## src/rtl/mon_pkg.sv

```systemverilog
// Shared register selects and bit positions for the monitor channel controller.
package mon_pkg;
    typedef enum logic [1:0] {
        REG_TXD  = 2'd0,
        REG_RXD  = 2'd1,
        REG_STAT = 2'd2,
        REG_CTRL = 2'd3
    } reg_sel_e;

    localparam int CTRL_W  = 4;
    localparam int STAT_W  = 4;
    // control bits
    localparam int CT_TXEN = 0;
    localparam int CT_TXIE = 1;
    localparam int CT_MRC  = 2;
    localparam int CT_RXIE = 3;
    // status bits
    localparam int ST_ACK  = 0;
    localparam int ST_ABT  = 1;
    localparam int ST_EOM  = 2;
    localparam int ST_DRX  = 3;
endpackage

```

## src/rtl/mon_host_regs.sv

```systemverilog
// Host register file: transmit/control registers, read-to-clear status and irq.
// Assumes DATA_W >= CTRL_W. Events arrive as single-cycle pulses; status
// records only events whose direction enable is set in the current control value.
module mon_host_regs
    import mon_pkg::*;
#(
    parameter int DATA_W = 8
) (
    input  logic              clk,
    input  logic              rst_n,
    input  logic              wr_en,
    input  logic              rd_en,
    input  logic [1:0]        addr,
    input  logic [DATA_W-1:0] wdata,
    output logic [DATA_W-1:0] rdata,
    input  logic [DATA_W-1:0] rxd,
    input  logic              load,
    input  logic              ev_ack,
    input  logic              ev_abort,
    input  logic              ev_eom,
    input  logic              ev_drx,
    output logic [DATA_W-1:0] txd,
    output logic              pend,
    output logic [CTRL_W-1:0] ctrl,
    output logic [STAT_W-1:0] status,
    output logic              irq
);
    logic              wr_txd, wr_ctrl, rd_stat;
    logic [STAT_W-1:0] ev_vec, en_vec;

    // Decode host strobes and build masked event vector.
    always_comb begin
        wr_txd  = wr_en && (addr == REG_TXD);
        wr_ctrl = wr_en && (addr == REG_CTRL);
        rd_stat = rd_en && (addr == REG_STAT);
        en_vec  = '0;
        en_vec[ST_ACK] = ctrl[CT_TXIE];
        en_vec[ST_ABT] = ctrl[CT_TXIE];
        en_vec[ST_EOM] = ctrl[CT_RXIE];
        en_vec[ST_DRX] = ctrl[CT_RXIE];
        ev_vec  = '0;
        ev_vec[ST_ACK] = ev_ack;
        ev_vec[ST_ABT] = ev_abort;
        ev_vec[ST_EOM] = ev_eom;
        ev_vec[ST_DRX] = ev_drx;
        ev_vec  = ev_vec & en_vec;
        irq     = |(status & en_vec);
    end

    // Register writes, pending-transmit flag and read-to-clear status.
    always_ff @(posedge clk) begin
        if (!rst_n) begin
            txd    <= '1;
            ctrl   <= '0;
            status <= '0;
            pend   <= 1'b0;
        end else begin
            if (wr_txd)  txd  <= wdata;
            if (wr_ctrl) ctrl <= wdata[CTRL_W-1:0];
            if (wr_txd && ctrl[CT_TXEN])       pend <= 1'b1;
            else if (load || !ctrl[CT_TXEN])   pend <= 1'b0;
            status <= (rd_stat ? '0 : status) | ev_vec;
        end
    end

    // Read multiplexer.
    always_comb begin
        rdata = '0;
        case (addr)
            REG_TXD:  rdata = txd;
            REG_RXD:  rdata = rxd;
            REG_STAT: rdata[STAT_W-1:0] = status;
            default:  rdata[CTRL_W-1:0] = ctrl;
        endcase
    end
endmodule

```

## src/rtl/mon_tx_fsm.sv

```systemverilog
// Transmit side: puts a pending byte on the bus with MX low and waits for MR low.
// MR is ignored for GRACE_FRAMES frames (far end's validation window); after
// ABORT_FRAMES further frames with MR high the transfer is aborted.
module mon_tx_fsm #(
    parameter int DATA_W       = 8,
    parameter int GRACE_FRAMES = 2,
    parameter int ABORT_FRAMES = 2
) (
    input  logic              clk,
    input  logic              rst_n,
    input  logic              frame_stb,
    input  logic              tx_en,
    input  logic              pend,
    input  logic [DATA_W-1:0] txd,
    input  logic              rx_mr,
    output logic              load,
    output logic              ev_ack,
    output logic              ev_abort,
    output logic [DATA_W-1:0] tx_mon,
    output logic              tx_mx
);
    localparam int LIMIT = GRACE_FRAMES + ABORT_FRAMES;
    localparam int CNT_W = $clog2(LIMIT + 1);

    typedef enum logic {TX_IDLE, TX_BUSY} tx_st_e;

    tx_st_e           st;
    logic [CNT_W-1:0] cnt, cnt_nx;
    logic             in_win, busy_stb;

    // Frame-level decisions for the current strobe.
    always_comb begin
        cnt_nx   = cnt + CNT_W'(1);
        in_win   = cnt_nx > CNT_W'(GRACE_FRAMES);
        busy_stb = frame_stb && tx_en && (st == TX_BUSY);
        load     = frame_stb && tx_en && (st == TX_IDLE) && pend;
        ev_ack   = busy_stb && in_win && !rx_mr;
        ev_abort = busy_stb && in_win && rx_mr && (cnt_nx == CNT_W'(LIMIT));
    end

    // Slot outputs and state advance once per frame.
    always_ff @(posedge clk) begin
        if (!rst_n) begin
            st     <= TX_IDLE;
            cnt    <= '0;
            tx_mon <= '1;
            tx_mx  <= 1'b1;
        end else if (frame_stb) begin
            if (!tx_en) begin
                st     <= TX_IDLE;
                tx_mon <= '1;
                tx_mx  <= 1'b1;
            end else if (load) begin
                st     <= TX_BUSY;
                cnt    <= '0;
                tx_mon <= txd;
                tx_mx  <= 1'b0;
            end else if (st == TX_BUSY) begin
                if (ev_ack || ev_abort) begin
                    st     <= TX_IDLE;
                    tx_mon <= '1;
                    tx_mx  <= 1'b1;
                end else begin
                    cnt <= cnt_nx;
                end
            end
        end
    end
endmodule

```

## src/rtl/mon_rx_fsm.sv

```systemverilog
// Receive side: two-frame value match with MX low accepts a byte once, drives
// a one-frame MR acknowledge when the handshake is enabled, and detects the
// end of a message after EOM_FRAMES frames of MX high.
module mon_rx_fsm #(
    parameter int DATA_W     = 8,
    parameter int EOM_FRAMES = 2
) (
    input  logic              clk,
    input  logic              rst_n,
    input  logic              frame_stb,
    input  logic [DATA_W-1:0] rx_mon,
    input  logic              rx_mx,
    input  logic              mr_ctl,
    output logic              ev_drx,
    output logic              ev_eom,
    output logic [DATA_W-1:0] rxd,
    output logic              tx_mr
);
    localparam int Q_W = $clog2(EOM_FRAMES + 1);

    logic [DATA_W-1:0] prev_mon;
    logic              prev_mx, taken, in_msg, mr_q, same_val, accept;
    logic [Q_W-1:0]    quiet, quiet_nx;

    // Acceptance and end-of-message detection for this strobe.
    always_comb begin
        same_val = (rx_mon == prev_mon);
        accept   = frame_stb && !rx_mx && !prev_mx && same_val && !taken;
        quiet_nx = quiet + Q_W'(1);
        ev_eom   = frame_stb && in_msg && rx_mx && (quiet_nx == Q_W'(EOM_FRAMES));
        ev_drx   = accept && (mr_ctl || !in_msg);
        tx_mr    = mr_q || !mr_ctl;
    end

    // Per-frame history, captured byte and acknowledge bit.
    always_ff @(posedge clk) begin
        if (!rst_n) begin
            prev_mon <= '1;
            prev_mx  <= 1'b1;
            taken    <= 1'b0;
            in_msg   <= 1'b0;
            quiet    <= '0;
            mr_q     <= 1'b1;
            rxd      <= '1;
        end else if (frame_stb) begin
            prev_mon <= rx_mon;
            prev_mx  <= rx_mx;
            taken    <= !rx_mx && (accept || (taken && same_val));
            mr_q     <= !accept;
            if (accept) rxd <= rx_mon;
            if (accept)      in_msg <= 1'b1;
            else if (ev_eom) in_msg <= 1'b0;
            quiet <= (rx_mx && in_msg && !ev_eom) ? quiet_nx : '0;
        end
    end
endmodule

```

## src/rtl/mon_chan_ctrl.sv

```systemverilog
// Monitor channel controller top: host registers plus transmit and receive
// handshake engines. Assumes frame_stb is a single-cycle pulse per frame and
// rx_* are valid in that cycle.
module mon_chan_ctrl
    import mon_pkg::*;
#(
    parameter int DATA_W       = 8,
    parameter int GRACE_FRAMES = 2,
    parameter int ABORT_FRAMES = 2,
    parameter int EOM_FRAMES   = 2
) (
    input  logic              clk,
    input  logic              rst_n,
    input  logic              host_wr,
    input  logic              host_rd,
    input  logic [1:0]        host_addr,
    input  logic [DATA_W-1:0] host_wdata,
    output logic [DATA_W-1:0] host_rdata,
    input  logic              frame_stb,
    input  logic [DATA_W-1:0] rx_mon,
    input  logic              rx_mx,
    input  logic              rx_mr,
    output logic [DATA_W-1:0] tx_mon,
    output logic              tx_mx,
    output logic              tx_mr,
    output logic              irq
);
    logic [DATA_W-1:0] txd_q, rxd_q;
    logic [CTRL_W-1:0] ctrl_q;
    logic [STAT_W-1:0] status_q;
    logic              pend, load, ev_ack, ev_abort, ev_eom, ev_drx;

    mon_host_regs #(.DATA_W(DATA_W)) u_regs (
        .clk(clk), .rst_n(rst_n),
        .wr_en(host_wr), .rd_en(host_rd), .addr(host_addr),
        .wdata(host_wdata), .rdata(host_rdata), .rxd(rxd_q),
        .load(load), .ev_ack(ev_ack), .ev_abort(ev_abort),
        .ev_eom(ev_eom), .ev_drx(ev_drx),
        .txd(txd_q), .pend(pend), .ctrl(ctrl_q), .status(status_q), .irq(irq)
    );

    mon_tx_fsm #(
        .DATA_W(DATA_W), .GRACE_FRAMES(GRACE_FRAMES), .ABORT_FRAMES(ABORT_FRAMES)
    ) u_tx (
        .clk(clk), .rst_n(rst_n), .frame_stb(frame_stb),
        .tx_en(ctrl_q[CT_TXEN]), .pend(pend), .txd(txd_q), .rx_mr(rx_mr),
        .load(load), .ev_ack(ev_ack), .ev_abort(ev_abort),
        .tx_mon(tx_mon), .tx_mx(tx_mx)
    );

    mon_rx_fsm #(.DATA_W(DATA_W), .EOM_FRAMES(EOM_FRAMES)) u_rx (
        .clk(clk), .rst_n(rst_n), .frame_stb(frame_stb),
        .rx_mon(rx_mon), .rx_mx(rx_mx), .mr_ctl(ctrl_q[CT_MRC]),
        .ev_drx(ev_drx), .ev_eom(ev_eom), .rxd(rxd_q), .tx_mr(tx_mr)
    );
endmodule

```

## config.mk

```make
export PLATFORM = sky130hd
export DESIGN_NAME = mon_chan_ctrl
export DESIGN_NICKNAME = d
export VERILOG_FILES = /design/src/rtl/mon_pkg.sv /design/src/rtl/mon_host_regs.sv /design/src/rtl/mon_tx_fsm.sv /design/src/rtl/mon_rx_fsm.sv /design/src/rtl/mon_chan_ctrl.sv
export SDC_FILE = /design/constraint.sdc
export NUM_CORES = 1
export LEC_CHECK = 0
export ABC_AREA = 0
export BUFFER_PORTS_ARGS = -buffer_cell sky130_fd_sc_hd__buf_4
export CAP_MARGIN = 0
export CORE_ASPECT_RATIO = 0.6
export CORE_MARGIN = 2
export CORE_UTILIZATION = 49
export DETAILED_ROUTE_END_ITERATION = 12
export HOLD_SLACK_MARGIN = 0.12
export PLACE_DENSITY_LB_ADDON = 0.12
export SLEW_MARGIN = 40
export SYNTH_ARGS = -nofsm -noshare
export SYNTH_HDL_FRONTEND = slang
export SYNTH_SLANG_ARGS = --single-unit
export TNS_END_PERCENT = 20
```

## constraint.sdc

```tcl
create_clock -name clk -period 2.1 [get_ports clk]
set_input_delay 0.315 -clock clk [delete_from_list [all_inputs] [get_ports clk]]
set_output_delay 0.315 -clock clk [all_outputs]
set_load 0.005 [all_outputs]
```

After elaboration in Yosys (flattened, before gate mapping)
Cells that the tools add are included.
{"block": "word_totals", "reg_bits": 52, "out_inout_bits": 19, "elab_cells": 101}
{"block": "classes", "add_sub_neg": 2, "n_lt_le_gt_ge": 1, "eq_ne": 9, "mux": 23, "n_bitwise": 4, "n_reduce_logical": 47}
{"cell": "2-to-1 mux 8 bit", "n": 4}
{"cell": "logical AND 1 bit", "n": 24}
{"cell": "2-to-1 mux 1 bit", "n": 12}
{"cell": "case mux 4 bit (3 select lines)", "n": 1}
{"cell": "logical NOT 1 bit", "n": 9}
{"cell": "2-to-1 mux 3 bit", "n": 3}
{"cell": "bitwise AND 4 bit", "n": 2}
{"cell": "== test 8 bit", "n": 1}
{"cell": "case mux 4 bit (2 select lines)", "n": 1}
{"cell": "== test 2 bit (second input constant)", "n": 3}
{"cell": "!= test 3 x 1 -> 1 bit (second input constant)", "n": 2}
{"cell": "nonzero test 2 bit", "n": 3}
{"cell": "logical OR 1 bit", "n": 5}
{"cell": "2-to-1 mux 4 bit", "n": 1}
{"cell": "OR 4 bit", "n": 1}
{"cell": "AND reduction 2 bit", "n": 2}
{"cell": "AND reduction 4 bit", "n": 1}
{"cell": "OR reduction 4 bit", "n": 1}
{"cell": "adder 3 x 1 -> 3 bit (second input constant)", "n": 1}
{"cell": "== test 3 bit (second input constant)", "n": 1}
{"cell": "> comparator 3 x 2 -> 1 bit (second input constant)", "n": 1}
{"cell": "AND reduction 3 bit", "n": 1}
{"cell": "adder 2 x 1 -> 2 bit (second input constant)", "n": 1}
{"cell": "== test 2 x 1 -> 1 bit (second input constant)", "n": 1}
{"cell": "other kinds (4)", "n": 4}

Longest topological paths before layout
Gate-level depths: netlist (run 1).
{"block": "depth", "word_depth": 10, "depth_mapped": 6}

Cells and area by module
Synthesis (run 1) repeated with hierarchy kept, for this count alone.
{"block": "unflattened", "hier_cells": 257, "hier_area_um2": 2557.5}
{"mod": "mon_rx_fsm", "instances": 1, "cells_per_inst": 110, "area_per_inst_um2": 1028.5}
{"mod": "mon_host_regs", "instances": 1, "cells_per_inst": 85, "area_per_inst_um2": 910.9}
{"mod": "mon_tx_fsm", "instances": 1, "cells_per_inst": 62, "area_per_inst_um2": 618.1}

Worst setup path after synthesis (run 1)
Ideal clock, no wire load.
{"block": "synth_path", "kind": "reg-to-reg", "startpoint": "register u_tx.cnt[1]", "endpoint": "register u_tx.tx_mx", "arrival_ns": 1.500, "setup_slack_ns": 0.481, "path_stages_with_launch": 7, "path_cell_list": "dfxtp_1 -> inv_1 -> ha_1 -> nor3_2 -> o311ai_2 -> a21oi_1 -> a211o_1"}
{"block": "synth_between", "elab_chain_len": 8}
{"item": "start: declaration", "line_no": "mon_tx_fsm.sv:28", "rtl": "logic [CNT_W-1:0] cnt, cnt_nx;"}
{"item": "start signal: assignment", "line_no": "mon_tx_fsm.sv:64", "rtl": "cnt <= cnt_nx;"}
{"item": "adder 3 x 1 -> 3 bit *", "line_no": "mon_tx_fsm.sv:33", "rtl": "cnt_nx = cnt + CNT_W'(1);"}
{"item": "> comparator 3 x 2 -> 1 bit", "line_no": "mon_tx_fsm.sv:34", "rtl": "in_win = cnt_nx > CNT_W'(GRACE_FRAMES);"}
{"item": "logical AND 1 bit", "line_no": "mon_tx_fsm.sv:37, mon_tx_fsm.sv:38"}
{"item": "logical AND 1 bit (2 in series)", "line_no": "mon_tx_fsm.sv:38", "rtl": "ev_abort = busy_stb && in_win && rx_mr && (cnt_nx == CNT_W'(LIMIT));"}
{"item": "logical OR 1 bit *", "line_no": "mon_tx_fsm.sv:59", "rtl": "if (ev_ack || ev_abort) begin"}
{"item": "!= test 3 x 1 -> 1 bit (no line) *"}
{"item": "AND reduction 3 bit (no line) *"}
{"item": "end signal: assignment", "line_no": "mon_tx_fsm.sv:47", "rtl": "tx_mx <= 1'b1;"}
{"item": "end signal: assignment", "line_no": "mon_tx_fsm.sv:57", "rtl": "tx_mx <= 1'b0;"}
{"item": "end signal: assignment", "line_no": "mon_tx_fsm.sv:62", "rtl": "tx_mx <= 1'b1;"}
{"item": "end: declaration", "line_no": "mon_tx_fsm.sv:20", "rtl": "output logic tx_mx"}
Mark *: on every way between the ends. The rest lies on a longest branch, timed or not.
A chain may end at the register's enable or synchronous reset.

Worst setup path after layout (run 1)
{"block": "layout_path", "startpoint": "register u_tx.cnt[1]", "endpoint": "register u_tx.tx_mon[7]"}
{"block": "layout_between", "elab_chain_len": 8}
{"item": "adder 3 x 1 -> 3 bit *", "line_no": "mon_tx_fsm.sv:33"}
{"item": "> comparator 3 x 2 -> 1 bit", "line_no": "mon_tx_fsm.sv:34"}
{"item": "logical AND 1 bit", "line_no": "mon_tx_fsm.sv:37, mon_tx_fsm.sv:38"}
{"item": "logical AND 1 bit (2 in series)", "line_no": "mon_tx_fsm.sv:38"}
{"item": "logical OR 1 bit *", "line_no": "mon_tx_fsm.sv:59"}
{"item": "!= test 3 x 1 -> 1 bit (no line) *"}
{"item": "AND reduction 3 bit (no line) *"}
{"item": "end signal: assignment", "line_no": "mon_tx_fsm.sv:56", "rtl": "tx_mon <= txd;"}
{"item": "end: declaration", "line_no": "mon_tx_fsm.sv:19", "rtl": "output logic [DATA_W-1:0] tx_mon,"}
Marked as above.

==> out/qor.yml, run 1 <==
drt:
  vias: 1842
  wirelength_um: 5180
  wl_per_cell_um: 14.6
  drcViolationCount: 0
  detail_route.iter0.violations: 65
  first_pass_iters: 4
  ant_nets: 0
  viasPerCell: 5.19
final_layout:
  design_area_um2: 2810
  nNetsFinal: 320
  multiInputGateArea_um2: 1230
  final_layout_size_suffix_gt1_share_pct: 22.6
  final_cell_mix: "52 x dfxtp_1, 45 x buf_4, 39 x nor2_1"
  antenna_cells: 0
  final_common_cell: "dfxtp_1"
  syn2layout_area_growth_pct: 18.8
  n_fill_cell: 444
  seqCellArea_um2: 1040
clock_tree:
  cts.sinks: 52
  htree_levels: 2
  cts_root_buffer: "clkbuf_8"
  cts_hold_buf: 0
  cts_tree: "built"
  cts_buffer_depth: 2
  clk_latency_ns: 0.31
  cts.clk_slew.worst_paths_ns: 0.09
  cts_setup_buffers: 0
  post_cts_resized: 0
  cts_buffers: 5
global_route:
  met1_usage_pct: 31.2
  grt_busiest_layer: "met1"
  met2_usage_pct: 28.5
  grtUsageMet3_pct: 4.81
  grt_max_degree: 29
  overflow: 0
  antenna_found_initial: 0
  grtUsageTotal_pct: 20.6
  grt_pass1_wl_um: 8470
  grt_pass1_vias: 1672
job:
  cap_viol_max_count: 0
yosys:
  syn_area_um2: 2370
  seq_area_frac_synth_pct: 44.0
  syn_nets: 280
  yosys_warnings: 0
  synth_cell_types: 43
  synthTopCellsByArea: "dfxtp_1 44%, mux2i_1 11%, nor2_1 6.2%"
  syn_area_per_cell_um2: 9.43
  ys_ff_latch: 52
  yosysTopAreaCell: "dfxtp_1"
  syn_inst: 251
  yosysTopAreaCellShare_pct: 44.0
sta:
  tightest_slew_ns: 0.355
  hold_viol: 0
  fin_skew_ns: 0.00985
  post-route-min-period_ns: 1.79
  fmax_mhz: 558
  rsz0062_at_grt: "false"
  relSlewSlack_pct: 75.7
  setup_violations: 0
  setup_tns_ns: 0
  hold_ws_ns: 0.206
  fin_crit_sh_pct: 85.4
  drv_slew: 0
critical_path:
  crit_type: "flip-flop to flip-flop"
  slowest_stage: "dfxtp_1"
  critPathBufInv: 1
  critPathLaunchType: "flip-flop"
  critPathCaptureType: "flip-flop"
  critPathMaxStageDelay_ns: 0.38
  cp_max_fo: 8
  cp.required_ns: 2.36
  cp.arrival_ns: 2.05
  worstPathCellList: "inv_1 -> ha_1 -> nor3_2 -> o311ai_2 -> a22oi_4 -> o22a_1"
  cp_top_family: "compound AO/OA/AOI/OAI gates"
power:
  vdd_drop_max_v: 0.000360
  p_per_area_nw_per_um2: 649
  p_leak_uw: 0.00114
floorplan:
  die_h_um: 57.8
  num_rows: 19
  core_um2: 4610
  initial_utilization_pct: 51.3
  io_pins: 44
  die_x_um: 93.7
  dieArea_um2: 5420
placed_design:
  finalWeightedCongestion: 0.794
  placed_cell_area_um2: 2720
  dp_hpwl_um: 3720
  place.port_buffers: 43
hold_path:
  hold_path.class: "primary input to flip-flop"
run_status:
  outcome: "complete, no violations"
## synthesized netlist by cell type
cell,n
o21ai_0,7
a32o_1,1
nor2_1,39
buf_2,4
and2_1,2
a21oi_1,5
buf_1,1
nand3_4,1
nor2b_1,3
buf_6,2
a2111oi_0,1
o22a_1,8
o31a_1,1
nand3b_1,2
nand2_1,33
a211oi_2,1
clkbuf_1,4
a2111oi_2,1
a211oi_1,1
inv_2,1
a31o_2,1
a32oi_1,1
nor3_1,2
xor2_1,1
nand2b_1,3
a22oi_4,1
mux2i_1,25
a211o_1,1
mux4_2,4
o21a_1,1
and3_1,1
dfxtp_1,52
nand4_1,2
ha_1,4
nand4b_1,1
nand3_1,11
nor3_2,1
xnor2_1,10
o311ai_2,1
buf_4,1
or2_1,2
inv_1,6
nor4_2,1
## final cells by class
| class | instances | area share, % |
|---|---|---|
| multi-input combinational | 180 | 43.8 |
| sequential | 52 | 37.0 |
| timing repair buffer | 45 | 12.0 |
| clock buffer | 6 | 2.94 |
| tap | 63 | 2.80 |
| inverter | 7 | 0.935 |
| clock inverter | 2 | 0.490 |
## report_power, final
| group | internal (uW) | switching [uW] |
|---|---|---|
| Combinational | 95.9 | 98.6 |
| Clock | 270 | 336 |
| Sequential | 1010 | 18.6 |
| Total | 1370 | 453 |
## sequential cells by signal, summed over array words and instances (netlist names)
name,cells
u_regs.ctrl,4
u_regs.pend,1
u_regs.status,4
u_regs.txd,8
u_rx.in_msg,1
u_rx.mr_q,1
u_rx.prev_mon,8
u_rx.prev_mx,1
u_rx.quiet,2
u_rx.rxd,8
u_rx.taken,1
u_tx.cnt,3
u_tx.st,1
u_tx.tx_mon,8
u_tx.tx_mx,1
## layer usage
metal | part of all wire [%] | up-vias | routed length, um
met3 | 4.7 | 7 | 245
met5 | 0 | - | 0
li1 | - | 948 | -
met4 | 1.3 | 0 | 65
met2 | 40 | 35 | 2080
met1 | 54 | 852 | 2790
## kinds of logic after synthesis
logic type,Yosys count,share of synthesized area [%]
fa+ha+maj,4,2.11
mux,29,14.4
simple gates,104,20.3
xor+xnor,11,4.07
buf+inv,19,4.02
compound gates,32,11.2
flops,52,44.0
## per-stage QoR
stage | util [%] | instances | setup WS [ns] | total power [uW]
6_report | 61.0 | 355 | 0.307 | 1830
5_1_grt | 61.0 | 355 | 0.159 | 1900
4_1_cts | 61.0 | 355 | 0.299 | 1840
3_5_place_dp | 58.9 | 347 | 0.319 | 1240
3_3_place_gp | 58.9 | 347 | 0.359 | 1240
2_1_floorplan | - | 251 | 0.481 | 1160
## worst paths after layout
kind	depth (start not counted)	slack (ns)	startpoint	endpoint
setup reg to reg	6	0.31	u_tx.cnt[1]	u_tx.tx_mon[7]
setup / recovery	6	0.31	u_tx.cnt[1]	u_tx.tx_mon[7]
hold reg to reg	1	0.47	u_tx.tx_mon[0]	u_tx.tx_mon[0]
hold / removal	3	0.21	host_wdata[4]	u_regs.txd[4]
## worst min-delay path: stages
cell	delay (ns)
buf_4	0.08
nand2_1	0.04
nand3_1	0.06
No activity file was read; power rests on OpenSTA's default activity.
==> run 2, diff against run 1 <==
--- a/config.mk
+++ b/config.mk
@@ -11,6 +11,7 @@
 export CORE_ASPECT_RATIO = 0.6
 export CORE_MARGIN = 2
 export CORE_UTILIZATION = 49
+export CTS_BUF_LIST = sky130_fd_sc_hd__clkbuf_8
 export DETAILED_ROUTE_END_ITERATION = 12
 export HOLD_SLACK_MARGIN = 0.12
 export PLACE_DENSITY_LB_ADDON = 0.12
==> constraint.sdc (replaced) <==
create_clock -name clk -period 1.9 [get_ports clk]
set_input_delay 0.285 -clock clk [delete_from_list [all_inputs] [get_ports clk]]
set_output_delay 0.285 -clock clk [all_outputs]
set_load 0.05 [all_outputs]
==> out/qor.yml, run 2 (synthesis gave the netlist of run 1 again) <==
run_status:
  outcome: "complete, no violations"
global_route:
  grt_max_degree: 29
  grt_pass1_vias: 1775
  grt_busiest_layer: "met1"
  grtUsageTotal_pct: 20.4
  met1_usage_pct: 30.1
  antenna_found_initial: 0
  overflow: 0
  met2_usage_pct: 29.7
  grt_pass1_wl_um: 8510
  grtUsageMet3_pct: 4.94
critical_path:
  critPathMaxStageDelay_ns: 0.36
  worstPathCellList: "inv_1 -> ha_1 -> nor3_4 -> o311ai_2 -> a22oi_4 -> o22a_1"
  critPathCaptureType: "flip-flop"
  cp.required_ns: 2.17
  cp_top_family: "compound AO/OA/AOI/OAI gates"
  crit_type: "flip-flop to flip-flop"
  slowest_stage: "dfxtp_2"
  cp_max_fo: 8
  cp.arrival_ns: 2.01
  critPathLaunchType: "flip-flop"
  critPathBufInv: 1
sta:
  setup_violations: 0
  drv_slew: 0
  fin_crit_sh_pct: 91.6
  fin_skew_ns: 0.00413
  hold_viol: 0
  rsz0062_at_grt: "false"
  setup_tns_ns: 0
  relSlewSlack_pct: 74.7
  post-route-min-period_ns: 1.74
  fmax_mhz: 574
  tightest_slew_ns: 0.371
drt:
  vias: 1885
  detail_route.iter0.violations: 76
  ant_nets: 0
  first_pass_iters: 4
  wirelength_um: 5150
  wl_per_cell_um: 14.5
  viasPerCell: 5.29
  drcViolationCount: 0
placed_design:
  dp_hpwl_um: 3730
  dp.cells: 348
  placed_cell_area_um2: 2720
  place.port_buffers: 43
  finalWeightedCongestion: 0.775
final_layout:
  antenna_cells: 0
  final_layout_size_suffix_gt1_share_pct: 23.2
  final_common_cell: "dfxtp_1"
  final_cell_mix: "51 x dfxtp_1, 46 x buf_4, 39 x nor2_1"
  syn2layout_area_growth_pct: 19.4
  design_area_um2: 2830
  nNetsFinal: 321
  instances_no_fill: 356
  final_util_pct: 61.3
clock_tree:
  cts_root_buffer: "clkbuf_8"
  cts_buffers: 5
  clk_latency_ns: 0.31
  htree_levels: 2
  cts_hold_buf: 0
  cts_tree: "built"
  cts_buffer_depth: 2
  cts.clk_slew.worst_paths_ns: 0.10
  cts_setup_buffers: 0
  cts.sinks: 52
floorplan:
  die_h_um: 57.8
  num_rows: 19
  core_um2: 4610
  die_x_um: 93.7
  io_pins: 44
  initial_utilization_pct: 51.3
  dieArea_um2: 5420
power:
  p_per_area_nw_per_um2: 731
  vdd_drop_max_v: 0.000387
  total_power_uw: 2060
  p_leak_uw: 0.00114
hold_path:
  hold_path.class: "primary input to flip-flop"
job:
  cap_viol_max_count: 0
==> run 2: final timing paths <==
path / cells past startpoint / slack [ns] / to / startpoint
setup / recovery: 6 / 0.16 / u_tx.tx_mon[6] / u_tx.cnt[1]
hold / removal: 3 / 0.17 / u_regs.txd[7] / host_wdata[7]
setup reg to reg: 6 / 0.16 / u_tx.tx_mon[6] / u_tx.cnt[1]
hold reg to reg: 1 / 0.48 / u_tx.tx_mon[0] / u_tx.tx_mon[0]
==> run 2: power breakdown <==
group          internal [uW]  switching, uW  total [uW]
sequential              1110           20.0        1130
combinational            109            150         259
clock                    271            402         673
total                   1490            572        2060
==> run 2: tightest hold or removal path, delay by kind of cell <==
family                 cells  cell delay (ns)
buffers and inverters      1             0.07
AND/OR/NAND/NOR            2             0.10
==> run 2: layout make-up <==
cell class | instances | area, um^2
Fill cell | 409 | 1790
Timing Repair Buffer | 46 | 345
Inverter | 7 | 26.3
Multi-Input combinational cell | 180 | 1240
Clock inverter | 3 | 27.5
Tap cell | 63 | 78.8
Clock buffer | 5 | 68.8
Sequential cell | 52 | 1040
==> run 2: through the flow <==
step	setup WS, ns	hold slack (ns)
floorplan	0.281	0.409
global placement	0.169	0.451
detailed placement	0.102	0.457
CTS	0.0914	0.164
global route	0.0353	0.174
finish	0.159	0.171
==> run 2: repair_timing <==
item | in CTS | in global routing
resized for setup | 0 | 2
endpoints found under the hold margin | 0 | 0
endpoints found under the setup margin | 0 | 9
==> run 2: metal layers <==
metal | routed length, um | part of all wire [%]
met2 | 2200 | 43
met4 | 52 | 1.0
met3 | 333 | 6.5
met1 | 2570 | 50
met5 | 0 | 0
